[src/rtl/csel_pkg.sv]
package csel_pkg;

    localparam int GRP_W = 4;

    typedef struct packed {
        logic             cy;
        logic [GRP_W-1:0] s;
    } grp_res_t;

    // one-bit full adder: {carry, sum}
    function automatic logic [1:0] fa_bit(input logic x, input logic y, input logic z);
        return {(x & y) | (z & (x ^ y)), x ^ y ^ z};
    endfunction

    function automatic grp_res_t pick_res(input logic sel, input grp_res_t r0, input grp_res_t r1);
        return sel ? r1 : r0;
    endfunction

endpackage

[src/rtl/csel_rca.sv]
module csel_rca
    import csel_pkg::*;
(
    input  logic [GRP_W-1:0] a,
    input  logic [GRP_W-1:0] b,
    input  logic             ci,
    output grp_res_t         res
);
    logic [GRP_W:0] c;
    logic [GRP_W-1:0] s;

    assign c[0] = ci;

    for (genvar i = 0; i < GRP_W; i++) begin : g_fa
        assign {c[i+1], s[i]} = fa_bit(a[i], b[i], c[i]);
    end

    assign res.cy = c[GRP_W];
    assign res.s  = s;

    always_comb begin
        assert_rca_sum_R1: assert ({res.cy, res.s} ==
            ({1'b0, a} + {1'b0, b} + (GRP_W+1)'(ci)))
            else $error("ripple slice result wrong");
    end
endmodule

[src/rtl/csel_exc1.sv]
module csel_exc1 #(
    parameter int W = 5
) (
    input  logic [W-1:0] din,
    output logic [W-1:0] dout
);
    // run[i] = AND of din[i:0]
    logic [W-2:0] run;

    assign run[0]  = din[0];
    assign dout[0] = ~din[0];

    for (genvar i = 1; i < W - 1; i++) begin : g_run
        assign run[i] = run[i-1] & din[i];
    end

    for (genvar i = 1; i < W; i++) begin : g_out
        assign dout[i] = din[i] ^ run[i-1];
    end

    always_comb begin
        assert_exc1_inc_R2: assert (dout == din + W'(1))
            else $error("excess-one converter wrong");
    end
endmodule

[src/rtl/csel_grp.sv]
module csel_grp
    import csel_pkg::*;
(
    input  logic [GRP_W-1:0] a,
    input  logic [GRP_W-1:0] b,
    input  logic             sel,
    output grp_res_t         res
);
    grp_res_t r0;
    grp_res_t r1;

    csel_rca u_rca (
        .a  (a),
        .b  (b),
        .ci (1'b0),
        .res(r0)
    );

    csel_exc1 #(.W(GRP_W + 1)) u_exc1 (
        .din ({r0.cy, r0.s}),
        .dout({r1.cy, r1.s})
    );

    assign res = pick_res(sel, r0, r1);

    always_comb begin
        assert_grp_sel_R4: assert ({res.cy, res.s} ==
            ({1'b0, a} + {1'b0, b} + (GRP_W+1)'(sel)))
            else $error("slice selection wrong");
        // a carry-in-0 carry must survive in the carry-in-1 candidate
        assert_grp_cy_R2: assert (!r0.cy || r1.cy)
            else $error("candidate carries inconsistent");
    end
endmodule

[src/rtl/csel_exc1_adder.sv]
module csel_exc1_adder
    import csel_pkg::*;
#(
    parameter int WIDTH = 16
) (
    input  logic [WIDTH-1:0] a,
    input  logic [WIDTH-1:0] b,
    input  logic             cin,
    output logic [WIDTH-1:0] sum,
    output logic             cout
);
    localparam int NUM_GRP = WIDTH / GRP_W;

    logic [NUM_GRP:0] carry;
    grp_res_t         res [NUM_GRP];

    assign carry[0] = cin;

    for (genvar g = 0; g < NUM_GRP; g++) begin : g_slice
        if (g == 0) begin : g_low
            csel_rca u_low (
                .a  (a[GRP_W-1:0]),
                .b  (b[GRP_W-1:0]),
                .ci (carry[0]),
                .res(res[0])
            );
        end else begin : g_high
            csel_grp u_grp (
                .a  (a[g*GRP_W +: GRP_W]),
                .b  (b[g*GRP_W +: GRP_W]),
                .sel(carry[g]),
                .res(res[g])
            );
        end
        assign carry[g+1]             = res[g].cy;
        assign sum[g*GRP_W +: GRP_W]  = res[g].s;
    end

    assign cout = carry[NUM_GRP];

    always_comb begin
        assert_full_sum_R6: assert (sum == (a + b + WIDTH'(cin)))
            else $error("sum wrong");
        assert_full_cout_R7: assert ({cout, sum} ==
            ({1'b0, a} + {1'b0, b} + (WIDTH+1)'(cin)))
            else $error("carry out wrong");
    end
endmodule

[config.mk]
export PLATFORM = sky130hd
export DESIGN_NAME = csel_exc1_adder
export DESIGN_NICKNAME = d
export VERILOG_FILES = /design/src/rtl/csel_pkg.sv /design/src/rtl/csel_rca.sv /design/src/rtl/csel_exc1.sv /design/src/rtl/csel_grp.sv /design/src/rtl/csel_exc1_adder.sv
export SDC_FILE = /design/constraint.sdc
export NUM_CORES = 1
export LEC_CHECK = 0
export ABC_CLOCK_PERIOD_IN_PS = 2900
export BUFFER_PORTS_ARGS = -buffer_cell sky130_fd_sc_hd__buf_2
export CAP_MARGIN = 20
export CORE_MARGIN = 1
export CORE_UTILIZATION = 40
export DETAILED_ROUTE_END_ITERATION = 10
export GPL_ROUTABILITY_DRIVEN = 0
export PLACE_DENSITY = 0.87
export RECOVER_POWER = 25
export SYNTH_ARGS = -nofsm -noshare
export SYNTH_HDL_FRONTEND = slang
export SYNTH_SLANG_ARGS = --single-unit
[constraint.sdc]
create_clock -name vclk -period 2.9
set_input_delay 0.29 -clock vclk [all_inputs]
set_output_delay 0.29 -clock vclk [all_outputs]
set_load 0.02 [all_outputs]
==> run metrics <==
commonest non-fill, non-tap cells in the layout=buf_2 (39), inv_1 (27), ha_1 (9); fraction of the mapped netlist area in compound gates=0.01356; number of failing hold endpoints at the final stage=0; vias in the first global route=605; count of input and output buffers=50; Routed wire per std cell=9.101 µm; number of cells in the finished layout apart from fillers=158; category of the most critical setup path=in -> out; largest net degree at the start of global routing=6; area inside the core boundary=1727 µm²; starting density of the core=0.4275; combinational family with the most area after synthesis=adder cells; required time worst endpoint=2.61 ns; violated checks=setup timing; status=complete, but fails checks; number of clock-tree buffers in the layout=0; class of the tightest hold or removal check=in -> out; number of antenna violations at the first check in global routing=0; shortest period the worst path allows=3.186 ns; number of flip-flops and latches=0; beginning of the critical path=a[4]; die height=44.96 µm; critical path peak fanout=4; Post-Syn Instances=79; drt first-iter violations=2; Inserted Diodes=0; sequential share of the synthesized area=0; total detailed-routing wirelength=1438 µm; detailed-routing iteration count for the pre-antenna-repair pass=4; share of synthesized cell area in full adder, half adder and majority cells=0.5559; layout cell share with drive strength beyond 1=0.5865; DRC violation count after routing=0; Seq. cell area=0 µm²; maximum achievable frequency=313.9 MHz; first-pass GRT wire length=2111 µm; post-route fraction of the period consumed by the critical path=1.099; Die X=44.96 µm; Post-Synth XOR/XNOR Area=0.08136; residual antenna-violating net count after detailed routing=0; die outline area=2021 µm²; most common library cell in the layout ignoring fill and taps=buf_2; global-route usage over all layers=0.1370; Min-Delay Startpoint=b[4]; endpoint class of the critical path=primary output; setup slack of the critical path after layout=-0.2860 ns; cell area power density=323.8 nW/µm²; Layout area overhead=61.52%; Netlist Area Pre-Place=738.2 µm²; slew at the pin closest to its max-slew limit=0.2712 ns; sum of net half-perimeters after detailed placement=1347 µm; IR drop worst, VDD=186.8 µV; arrival time at the worst endpoint=2.90 ns; Setup TNS Final=-1.362 ns; static power due to leakage=0.6710 nW; fin. max-slew vios=0; # IOs=50; number of violations of the max-capacitance limit=0; Cell variety after synth=14; total congestion overflow=0; number of nets at the end of the flow=193; total power after layout=386.1 µW; count of warnings emitted by yosys=0; worst rel slew slack=0.8154; syn_nets=137; unrepaired setup endpoints after global routing=yes; Simple-Gate Fraction of Synth Area=0.04576; proportion of synthesized area in mux cells=0.1508; final setup violating endpoints=7; Std-Cell Rows=15; number of cells after detailed placement=158; Avg Vias per Cell=4.380; critical path startpoint category=input pin; Avg Synthesized Cell Area=9.344 µm²; routed via count=692
synthesized netlist by cell type:
cell,n,area share
xor2_1,2,0.024
nand2_1,4,0.020
inv_1,30,0.15
nand2_2,1,0.0085
nand2b_1,2,0.017
ha_1,12,0.20
xnor2_1,3,0.036
mux2_2,4,0.061
fa_1,13,0.35
o21ai_0,2,0.014
mux2i_1,1,0.014
mux2i_4,1,0.031
mux2_1,3,0.046
xnor2_2,1,0.022
where the power goes:
group	internal (mW)	switching, mW
Sequential	0	0
Clock	0	0
Combinational	0.190	0.196
Total	0.190	0.196
critical path: stages:
cell and delay, ns:
buf_6 0.07, ha_4 0.12, inv_2 0.03, fa_2 0.33
fa_2 0.34, inv_2 0.06, fa_1 0.42, ha_2 0.20
nand2_4 0.07, mux2i_4 0.32, xnor2_4 0.19, mux2_4 0.33
buf_6 0.13
layer usage:
metal  wire, µm  track usage
met5          0            0
met4          0            0
met3        140      0.02400
met2        811       0.3130
met1        486       0.1241
what timing repair did:
item	4_1_cts	5_1_grt
hold endpoints to repair	0	0
setup endpoints to repair	9	9
pin swaps	5	2
hold buffers	0	0
setup buffers	1	0
gates cloned	0	0
resized for setup	22	2
stage by stage:
step	utilization	instance area, µm²	hold slack, ns	setup WS [ns]
after detailed placement	0.6413	1107	0.9805	-0.3694
after global placement	0.6413	1107	0.9615	-0.3238
after global routing	0.6906	1192	1.003	-0.3543
after floorplan	-	795.8	0.8236	-0.07542
final	0.6906	1192	0.9714	-0.2860
after CTS	0.6884	1189	0.9767	-0.2790
path summary, 6_finish.rpt:
check / endpoint / slack [ns] / cells past startpoint
worst max-delay path: sum[15] / -0.29 / 13
worst min-delay path: sum[4] / 0.97 / 4
cell type report:
type                            count  area (µm²)
Multi-Input combinational cell     49       721.9
Fill cell                         141       534.3
Timing Repair Buffer               54       326.6
Inverter                           30       112.6
Tap cell                           25       31.28
kinds of logic after synthesis:
logic type      Yosys count
mux                       9
simple gates              7
buf+inv                  30
fa+ha+maj                25
xor+xnor                  6
compound gates            2
(Power assumes the default switching activity.)
